--- config.mk ---
export PLATFORM = sky130hd
export DESIGN_NAME = msr_write_ctrl
export DESIGN_NICKNAME = d
export VERILOG_FILES = /design/src/rtl/msr_ctrl_pkg.sv /design/src/rtl/msr_filter.sv /design/src/rtl/msr_side_fx.sv /design/src/rtl/msr_mode_idx.sv /design/src/rtl/msr_write_ctrl.sv
export SDC_FILE = /design/constraint.sdc
export NUM_CORES = 1
export LEC_CHECK = 0
export BUFFER_PORTS_ARGS = -buffer_cell sky130_fd_sc_hd__buf_4
export CORE_MARGIN = 3
export CORE_UTILIZATION = 36
export DETAILED_ROUTE_END_ITERATION = 7
export GPL_TIMING_DRIVEN = 0
export PLACE_DENSITY = 0.77
export RECOVER_POWER = 100
export REMOVE_ABC_BUFFERS = 1
export SYNTH_ARGS = -nofsm -noshare
export SYNTH_HDL_FRONTEND = slang
export SYNTH_SLANG_ARGS = --single-unit
--- constraint.sdc ---
create_clock -name clk_i -period 1 [get_ports clk_i]
set_clock_uncertainty 0.2 [all_clocks]
set_input_delay 0.05 -clock clk_i [delete_from_list [all_inputs] [get_ports clk_i]]
set_output_delay 0.05 -clock clk_i [all_outputs]
set_load 0.02 [all_outputs]
--- src/rtl/msr_ctrl_pkg.sv ---
package msr_ctrl_pkg;
  localparam int MSR_HV   = 60;
  localparam int MSR_GS   = 28;
  localparam int MSR_POW  = 18;
  localparam int MSR_TGPR = 17;
  localparam int MSR_EE   = 15;
  localparam int MSR_PR   = 14;
  localparam int MSR_IAS  = 11;
  localparam int MSR_DAS  = 10;
  localparam int MSR_EPFX = 6;
  localparam int MSR_IT   = 5;
  localparam int MSR_DT   = 4;

  localparam int IDX_W    = 3;
  localparam int N_IDX    = 2;  // 0: instruction, 1: data
  localparam int FLAG_W   = N_IDX * IDX_W + 2;
  localparam int FLG_HV   = N_IDX * IDX_W;
  localparam int FLG_USER = N_IDX * IDX_W + 1;
endpackage

--- src/rtl/msr_filter.sv ---
module msr_filter
  import msr_ctrl_pkg::*;
#(
  parameter int XLEN = 64
) (
  input  logic [XLEN-1:0] old_i,
  input  logic [XLEN-1:0] wdata_i,
  input  logic [XLEN-1:0] mask_i,
  input  logic            allow_hv_i,
  input  logic            server_i,
  output logic [XLEN-1:0] new_o
);
  logic hv_keep;

  assign hv_keep = !(allow_hv_i && old_i[MSR_HV]);

  always_comb begin
    new_o = wdata_i & mask_i;
    if (hv_keep) new_o[MSR_HV] = old_i[MSR_HV];
    // user mode on server parts cannot run untranslated or masked
    if (server_i && new_o[MSR_PR]) begin
      new_o[MSR_EE] = 1'b1;
      new_o[MSR_IT] = 1'b1;
      new_o[MSR_DT] = 1'b1;
    end
  end
endmodule

--- src/rtl/msr_side_fx.sv ---
module msr_side_fx (
  input  logic old_it_i,
  input  logic new_it_i,
  input  logic old_dt_i,
  input  logic new_dt_i,
  input  logic old_gs_i,
  input  logic new_gs_i,
  input  logic old_tg_i,
  input  logic new_tg_i,
  input  logic old_ep_i,
  input  logic new_ep_i,
  input  logic embedded_i,
  input  logic tgpr_en_i,
  output logic flush_o,
  output logic swap_o,
  output logic pfx_chg_o
);
  logic xlat_chg, gs_chg;

  assign xlat_chg  = (old_it_i ^ new_it_i) | (old_dt_i ^ new_dt_i);
  assign gs_chg    = embedded_i & (old_gs_i ^ new_gs_i);
  assign flush_o   = xlat_chg | gs_chg;
  assign swap_o    = tgpr_en_i & (old_tg_i ^ new_tg_i);
  assign pfx_chg_o = old_ep_i ^ new_ep_i;
endmodule

--- src/rtl/msr_mode_idx.sv ---
module msr_mode_idx
  import msr_ctrl_pkg::*;
(
  input  logic             user_i,
  input  logic             hv_i,
  input  logic             gs_i,
  input  logic             xlat_i,
  input  logic             as_i,
  input  logic             embedded_i,
  output logic [IDX_W-1:0] idx_o
);
  assign idx_o[0] = ~user_i;
  assign idx_o[1] = embedded_i ? as_i : ~xlat_i;
  assign idx_o[2] = embedded_i ? gs_i : hv_i;
endmodule

--- src/rtl/msr_write_ctrl.sv ---
module msr_write_ctrl
  import msr_ctrl_pkg::*;
#(
  parameter int                 XLEN        = 64,
  parameter int                 ADDR_W      = 32,
  parameter logic [ADDR_W-1:0]  PREFIX_BASE = 32'hFFF0_0000,
  parameter logic [XLEN-1:0]    RST_MSR     = '0
) (
  input  logic              clk_i,
  input  logic              rst_ni,
  input  logic              wr_en_i,
  input  logic [XLEN-1:0]   wr_data_i,
  input  logic              allow_hv_i,
  input  logic [XLEN-1:0]   impl_mask_i,
  input  logic              server_mode_i,
  input  logic              embedded_mmu_i,
  input  logic              tgpr_en_i,
  input  logic              hv_present_i,
  input  logic              irq_pending_i,
  output logic [XLEN-1:0]   msr_o,
  output logic [FLAG_W-1:0] flags_o,
  output logic              flush_o,
  output logic              swap_o,
  output logic [ADDR_W-1:0] exc_base_o,
  output logic              halt_o
);
  logic [XLEN-1:0]   msr_q, msr_d;
  logic [ADDR_W-1:0] base_q;
  logic              flush_q, swap_q;
  logic              flush_d, swap_d, pfx_chg;
  logic [IDX_W-1:0]  idx [N_IDX];

  msr_filter #(.XLEN(XLEN)) u_filter (
    .old_i      (msr_q),
    .wdata_i    (wr_data_i),
    .mask_i     (impl_mask_i),
    .allow_hv_i (allow_hv_i),
    .server_i   (server_mode_i),
    .new_o      (msr_d)
  );

  msr_side_fx u_side_fx (
    .old_it_i   (msr_q[MSR_IT]),
    .new_it_i   (msr_d[MSR_IT]),
    .old_dt_i   (msr_q[MSR_DT]),
    .new_dt_i   (msr_d[MSR_DT]),
    .old_gs_i   (msr_q[MSR_GS]),
    .new_gs_i   (msr_d[MSR_GS]),
    .old_tg_i   (msr_q[MSR_TGPR]),
    .new_tg_i   (msr_d[MSR_TGPR]),
    .old_ep_i   (msr_q[MSR_EPFX]),
    .new_ep_i   (msr_d[MSR_EPFX]),
    .embedded_i (embedded_mmu_i),
    .tgpr_en_i  (tgpr_en_i),
    .flush_o    (flush_d),
    .swap_o     (swap_d),
    .pfx_chg_o  (pfx_chg)
  );

  always_ff @(posedge clk_i or negedge rst_ni) begin
    if (!rst_ni) begin
      msr_q   <= RST_MSR;
      base_q  <= '0;
      flush_q <= 1'b0;
      swap_q  <= 1'b0;
    end else begin
      flush_q <= wr_en_i & flush_d;
      swap_q  <= wr_en_i & swap_d;
      if (wr_en_i) begin
        msr_q <= msr_d;
        if (pfx_chg) base_q <= msr_d[MSR_EPFX] ? PREFIX_BASE : '0;
      end
    end
  end

  for (genvar k = 0; k < N_IDX; k++) begin : g_idx
    localparam int XLAT_POS = (k == 0) ? MSR_IT  : MSR_DT;
    localparam int AS_POS   = (k == 0) ? MSR_IAS : MSR_DAS;
    msr_mode_idx u_idx (
      .user_i     (msr_q[MSR_PR]),
      .hv_i       (msr_q[MSR_HV]),
      .gs_i       (msr_q[MSR_GS]),
      .xlat_i     (msr_q[XLAT_POS]),
      .as_i       (msr_q[AS_POS]),
      .embedded_i (embedded_mmu_i),
      .idx_o      (idx[k])
    );
    assign flags_o[k*IDX_W +: IDX_W] = idx[k];
  end

  assign flags_o[FLG_HV]   = ~hv_present_i | msr_q[MSR_HV];
  assign flags_o[FLG_USER] = msr_q[MSR_PR];

  assign msr_o      = msr_q;
  assign flush_o    = flush_q;
  assign swap_o     = swap_q;
  assign exc_base_o = base_q;
  assign halt_o     = msr_q[MSR_POW] & ~irq_pending_i;
endmodule

### Yosys cells after proc, flatten, opt, wreduce, memory -nomap -nowiden

Index checks and enable logic that the tools add are counted.

| word-level totals | value |
|---|---|
| register bits | 98 |
| input port bits | 137 |
| output and inout bits | 107 |
| word-level logic and storage cells | 34 |

| cells by class | value |
|---|---|
| muxes and demuxes | 6 |
| bitwise operators | 19 |
| reduce and logical (&&, ||, !) cells | 4 |

Operators by type and width:

| cell | number |
|---|---|
| 64-bit AND | 1 |
| 32-bit two-way mux | 1 |
| 1-bit AND | 5 |
| 1-bit inverter | 5 |
| 1-bit bitwise XOR | 5 |
| 1-bit two-way mux | 4 |
| 2-bit AND reduction | 2 |
| 1-bit bitwise OR | 3 |
| 1-bit logical AND | 2 |
| 2-bit two-way mux | 1 |

### Depth between registers and ports, before layout

Gate-level depths: netlist of run 1.

| depth | value |
|---|---|
| word-level depth | 7 |
| depth in mapped cells | 4 |
| depth with buffers taken out | 3 |

### Hierarchy

Synthesis of run 1 repeated with hierarchy kept, for this count alone.

| second synthesis, totals | value |
|---|---|
| cell total of the unflattened synthesis | 261 |
| area total of the unflattened synthesis | 3280.6 sq um |

By module, submodules not included:

| module | instances | cells an instance | area an instance (sq um) | seq. area each (sq um) |
|---|---|---|---|---|
| msr_write_ctrl | 1 | 177 | 2737.6 | 1676.6 |
| msr_filter | 1 | 69 | 419.2 | 0.0 |
| msr_mode_idx | 2 | 4 | 32.5 | 0.0 |
| msr_side_fx | 1 | 7 | 58.8 | 0.0 |

### Least setup slack after synthesis of run 1

OpenSTA, ideal clock, no wires.

| path | value |
|---|---|
| path type | reg-to-output |
| from | reg msr_q[60], in the netlist msr_o[60] |
| to | out flags_o[5] |
| arrival time | 1.165 ns |
| required time | 0.750 ns |
| slack | -0.415 ns |
| stages on the path, launching flop included | 4 |
| path buffers | 1 |
| path through | dfrtp_1 inv_1 o21ai_0 buf_4 |

| between the ends | value |
|---|---|
| longest elaborated chain between the ends | 1 |

RTL lines:

| element | RTL line | RTL |
|---|---|---|
| start: declaration | msr_write_ctrl.sv:27 | `logic [XLEN-1:0] msr_q, msr_d;` |
| start signal: assignment | msr_write_ctrl.sv:70 | `msr_q <= msr_d;` |
| 1-bit two-way mux | - |  |
| end: declaration | msr_write_ctrl.sv:21 | `output logic [FLAG_W-1:0] flags_o,` |

Every way passes these cells.

### Final worst setup path of run 1

| path | value |
|---|---|
| from | reg msr_q[4], in the netlist msr_o[4] |
| to | out flags_o[4] |

| between the ends | value |
|---|---|
| longest elaborated chain between the ends | 2 |

RTL lines:

| element | RTL line | RTL |
|---|---|---|
| 1-bit inverter | msr_mode_idx.sv:13 | `assign idx_o[1] = embedded_i ? as_i : ~xlat_i;` |
| 1-bit two-way mux | msr_mode_idx.sv:13 |  |

Every way passes these cells.

==> reports/qor.txt, run 1 <==
Port Buffer Count -> 223
Final Critical Period -> 1350 ps
RSZ-0062 raised after global routing -> true
Root Buffer -> clkbuf_8
Max Clk Rate -> 0.738 GHz
FFs w/ async S/R, synth -> 1.00
EDFF count, synth -> 0
Seq cells post-synth -> 67
WL final -> 14,400 µm
Leak -> 3.30 nW
core box area -> 0.00826 mm²
distinct cell type count after synthesis -> 19
setup TNS -> -16,550 ps
Setup-failing EPs final -> 99
placement row count -> 33
sequential power share -> 0.391
post-route design area -> 0.00671 mm²
peak supply drop -> 744 µV
Crit Path Class -> register to output port
Antenna Nets Post-Route -> 0
Mapped Avg Cell Area -> 9.14 µm²
Startpoint Class -> register
count leader, synth -> dfrtp_1
pwr dens -> 1190 mW/mm²
dominant cell type by area after synthesis -> dfrtp_1
via count -> 3,905
die footprint -> 0.00972 mm²
area delta synth->final -> 117%
drt drc -> 0
Hold Fails Final Rpt -> 72
Post-synth top cells -> dfrtp_1 (67), o21ai_0 (64), inv_1 (61)
switch share -> 0.302
CTS tree -> built
final worst setup slack -> -354 ps
CP Capture Type -> output port
Via-to-Cell Ratio -> 4.85
post-DP HPWL -> 6140 µm
P_sw -> 2.41 mW
worst slew pin tran -> 931 ps
first-pass GRT wire length -> 20,600 µm
Pint -> 5.56 mW
Clk pwr share -> 0.266
Filler cells -> 434
Tot GR Track Use -> 0.269
Clock Pin Slew Worst Setup and Hold Paths -> 70 ps
max cap viols -> 0
wire per inst -> 17.9 µm
clock buffer depth -> 2
crit share post-route -> 1.35
sequential area share after synthesis -> 0.543
Most used DFF post-synth -> dfrtp_1
CTS Sinks -> 67
Die X -> 98.6 µm
share of Yosys cell area claimed by the top area cell type -> 0.543
cells after synthesis -> 338
Clock Latency Late Sink -> 330 ps
H-tree levels -> 3
dpl cell area -> 0.00457 mm²
Synth Cell Area -> 0.00309 mm²
CP arrival -> 1100 ps
Diodes inserted -> 0
YS warnings -> 0
die height -> 98.6 µm
GPL Wtd Cong -> 0.758
HP Class -> primary input to async pin
vias in the first global route -> 4,122
Hold Slack -> -316 ps
status -> complete, but fails checks
crit-path max FO -> 3
combinational share of power -> 0.343
Synth area leaders -> dfrtp_1 (54%), buf_4 (11%), o21ai_0 (10%)
initial antenna violation count -> 0
Critical Path RT -> 750 ps
drt pass-1 iters -> 4
share of cells above drive strength 1 -> 0.426
DRT iter0 DRCs -> 121
Starting Density -> 0.374
pin count of the biggest net entering global routing -> 130
Max Transition Viols Final -> 0
Core Util, Final -> 0.813
failing checks -> hold timing, setup timing
max_slew headroom -> 0.379
CTS Buf Count -> 9
GRT overflow -> 0
NumNets Final -> 833
Top Ports -> 244
-- cells by family (layout without fill, tap and decap cells) --
family | Yosys count | count (layout) | share of synthesized area
XOR/XNOR | 3 | 3 | 0.00851
buffers and inverters | 118 | 461 | 0.203
other | 1 | 20 | 0.00121
AO/OA/AOI/OAI | 75 | 75 | 0.128
AND/OR/NAND/NOR | 74 | 74 | 0.116
flip-flops | 67 | 67 | 0.543
-- state kept, by name, indices dropped and copies added (netlist names) --
signal      cells
exc_base_o      1
flush_o         1
swap_o          1
msr_o          64
-- worst max-delay path, cell delays in order, from the launching register on --
cell and delay [ps]:
dfrtp_1 430, o21ai_2 190, buf_6 150
-- power by group through the flow --
stage	sequential, mW	clock, mW	combinational (mW)
after detailed placement	3.12	0	1.73
after CTS	3.09	2.15	2.48
final	3.12	2.12	2.73
after floorplan	3.44	0	0.323
after global routing	3.13	2.30	2.89
after global placement	3.10	0	1.70
-- stage by stage --
| step | setup slack [ps] | std cells | power, mW |
|---|---|---|---|
| floorplan | -1330 | 300 | 3.76 |
| global placement | -519 | 628 | 4.81 |
| detailed placement | -566 | 628 | 4.85 |
| CTS | -327 | 792 | 7.72 |
| global route | -386 | 805 | 8.32 |
| finish | -354 | 805 | 7.97 |
-- final cells by class --
cell class	count	area (µm²)	share of cell area
Clock buffer	12	135	0.0201
Clock inverter	3	40.0	0.00597
Inverter	61	231	0.0345
Multi-Input combinational cell	172	933	0.139
Sequential cell	67	1680	0.250
Tap cell	105	131	0.0196
Timing Repair Buffer	385	3560	0.531
-- per-layer routing --
metal	wire length, µm	up-vias	GRT usage
met2	7750	247	0.489
met5	0	-	0
met1	4680	1833	0.264
met3	1170	77	0.0885
met4	843	0	0.160
li1	-	1748	-
-- what timing repair did --
| action | in CTS | in global routing |
|---|---|---|
| setup endpoints to repair | 154 | 132 |
| hold buffers | 127 | 1 |
| pin swaps | 9 | 7 |
| endpoints found under the hold margin | 134 | 72 |
| resized for setup | 106 | 57 |
| buffers inserted | 22 | 18 |
-- final timing paths --
path | start | end | slack [ps] | depth (start not counted)
hold reg to reg | msr_o[61] | msr_o[61] | 340 | 2
setup reg to reg | msr_o[28] | flush_o | -270 | 4
hold / removal | rst_ni | msr_o[53] | -320 | 1
min in group clk_i | wr_data_i[14] | msr_o[14] | -160 | 3
setup / recovery | msr_o[4] | flags_o[4] | -350 | 2
max in group asynchronous | rst_ni | exc_base_o[30] | 270 | 1
-- cell usage in the layout (no fill, tap or decap), types with 7 or more instances in the layout --
master	n
o21ai_0	39
nand2_1	7
clkbuf_4	35
inv_2	12
clkbuf_8	9
clkbuf_1	9
o21ai_1	16
dfrtp_1	66
dlygate4sd3_1	126
o21ai_2	9
buf_4	118
nand3_1	59
inv_1	48
buf_6	99
conb_1	20
No activity file was read; power rests on OpenSTA's default activity.
==> inputs of run 2 (changes only) <==
==> constraint.sdc (replaced) <==
create_clock -name clk_i -period 1.2 [get_ports clk_i]
set_clock_uncertainty 0.2 [all_clocks]
set_input_delay 0.06 -clock clk_i [delete_from_list [all_inputs] [get_ports clk_i]]
set_output_delay 0.06 -clock clk_i [all_outputs]
set_load 0.02 [all_outputs]
==> run 2 against run 1 <==
Compared with the run above:
- the flow now stops in 4_1_cts
- synthesized cell count stayed put
- synthesized area stayed put
==> reports/qor.txt, run 2 <==
dpl cell area -> 0.00457 mm² (unchanged)
YS warnings -> 0 (unchanged)
Synth Cell Area -> 0.00309 mm² (unchanged)
Top Ports -> 244 (unchanged)
Mapped Avg Cell Area -> 9.14 µm² (unchanged)
post-CTS setup buffer count -> 11 (-50%)
sequential area share after synthesis -> 0.543 (unchanged)
EDFF count, synth -> 0 (unchanged)
Starting Density -> 0.374 (unchanged)
status -> stopped before the end
H-tree levels -> 3 (unchanged)
CTS Buf Count -> 9 (unchanged)
Port Buffer Count -> 223 (unchanged)
CTS Sinks -> 67 (unchanged)
Stopped at -> 4_1_cts
Synth area leaders -> dfrtp_1 (54%), buf_4 (11%), o21ai_0 (10%)
Err -> [ERROR RSZ-0060] Max buffer count reached.
cells after synthesis -> 338 (unchanged)
post-DP HPWL -> 6140 µm (unchanged)
Root Buffer -> clkbuf_8
clock buffer depth -> 2 (unchanged)
share of Yosys cell area claimed by the top area cell type -> 0.543 (unchanged)
FFs w/ async S/R, synth -> 1.00 (unchanged)
count leader, synth -> dfrtp_1
GPL Wtd Cong -> 0.758 (unchanged)
die height -> 98.6 µm (unchanged)
Most used DFF post-synth -> dfrtp_1
placement row count -> 33 (unchanged)
hold_buf cts -> 132 (+3.9%)
Seq cells post-synth -> 67 (unchanged)
Die X -> 98.6 µm (unchanged)
Post-synth top cells -> dfrtp_1 (67), o21ai_0 (64), inv_1 (61)
distinct cell type count after synthesis -> 19 (unchanged)
dominant cell type by area after synthesis -> dfrtp_1
post-CTS sizing -> 37 (-65%)
[run 2: cell counts after synthesis]
No cell type changed its count.
[run 2: metrics by stage]
step	setup slack, ps	util	std cells	TNS, ps
after detailed placement	-376	0.553	628	-19060
after floorplan	-1130	-	300	-11970
after global placement	-329	0.553	628	-16080
[run 2: kinds of logic after synthesis]
family,synth area share
buffers and inverters,0.203
AOI/OAI and AO/OA,0.128
and+or+nand+nor,0.116
DFF,0.543
xor gates and xnor gates,0.00851
other,0.00121
==> inputs of run 3 (changes only) <==
--- a/config.mk
+++ b/config.mk
@@ -7,10 +7,10 @@
 export LEC_CHECK = 0
 export BUFFER_PORTS_ARGS = -buffer_cell sky130_fd_sc_hd__buf_4
 export CORE_MARGIN = 3
-export CORE_UTILIZATION = 36
+export CORE_UTILIZATION = 40
 export DETAILED_ROUTE_END_ITERATION = 7
 export GPL_TIMING_DRIVEN = 0
-export PLACE_DENSITY = 0.77
+export PLACE_DENSITY_LB_ADDON = 0.15
 export RECOVER_POWER = 100
 export REMOVE_ABC_BUFFERS = 1
 export SYNTH_ARGS = -nofsm -noshare
==> constraint.sdc (replaced) <==
create_clock -name clk_i -period 1.6 [get_ports clk_i]
set_clock_uncertainty 0.2 [all_clocks]
set_input_delay 0.08 -clock clk_i [delete_from_list [all_inputs] [get_ports clk_i]]
set_output_delay 0.08 -clock clk_i [all_outputs]
set_load 0.02 [all_outputs]
==> run 3 against run 2 <==
Compared with the run above:
- the run again fails in 4_1_cts
- synthesized cell count did not move
- synthesized area did not move
==> reports/qor.txt, run 3 <==
CTS Buf Count -> 9 (unchanged)
Root Buffer -> clkbuf_8
placement row count -> 31 (-6.1%)
cells after synthesis -> 338 (unchanged)
FFs w/ async S/R, synth -> 1.00 (unchanged)
Starting Density -> 0.419 (+0.0451)
H-tree levels -> 3 (unchanged)
Synth area leaders -> dfrtp_1 (54%), buf_4 (11%), o21ai_0 (10%)
Die X -> 93.9 µm (-4.8%)
dominant cell type by area after synthesis -> dfrtp_1
Top Ports -> 244 (unchanged)
post-DP HPWL -> 6690 µm (+9.0%)
Post-synth top cells -> dfrtp_1 (67), o21ai_0 (64), inv_1 (61)
Seq cells post-synth -> 67 (unchanged)
CTS Sinks -> 67 (unchanged)
clock buffer depth -> 2 (unchanged)
Port Buffer Count -> 223 (unchanged)
post-CTS sizing -> 0 (-100%)
EDFF count, synth -> 0 (unchanged)
distinct cell type count after synthesis -> 19 (unchanged)
share of Yosys cell area claimed by the top area cell type -> 0.543 (unchanged)
DP Worst Slack -> -1.28 ps (+374 ps)
die height -> 93.9 µm (-4.8%)
status -> stopped before the end
hold_buf cts -> 128 (-3.0%)
Synth Cell Area -> 0.00309 mm² (unchanged)
Err -> [ERROR RSZ-0060] Max buffer count reached.
YS warnings -> 0 (unchanged)
count leader, synth -> dfrtp_1
sequential area share after synthesis -> 0.543 (unchanged)
Most used DFF post-synth -> dfrtp_1
Mapped Avg Cell Area -> 9.14 µm² (unchanged)
Stopped at -> 4_1_cts
post-CTS setup buffer count -> 0 (-11)
GPL Wtd Cong -> 0.722 (-4.8%)
[run 3: cell counts after synthesis]
No cell type changed its count.
[run 3: cells by family after synthesis]
family,synth area share
XOR/XNOR,0.00851
other,0.00121
AND/OR/NAND/NOR,0.116
buffers and inverters,0.203
AO/OA/AOI/OAI,0.128
flip-flops,0.543
[run 3: through the flow]
step | util | instance area, µm² | instances | setup TNS, ps
after floorplan | - | 2760 | 300 | -6030
after global placement | 0.619 | 4560 | 622 | 0
after detailed placement | 0.619 | 4560 | 622 | -1.28
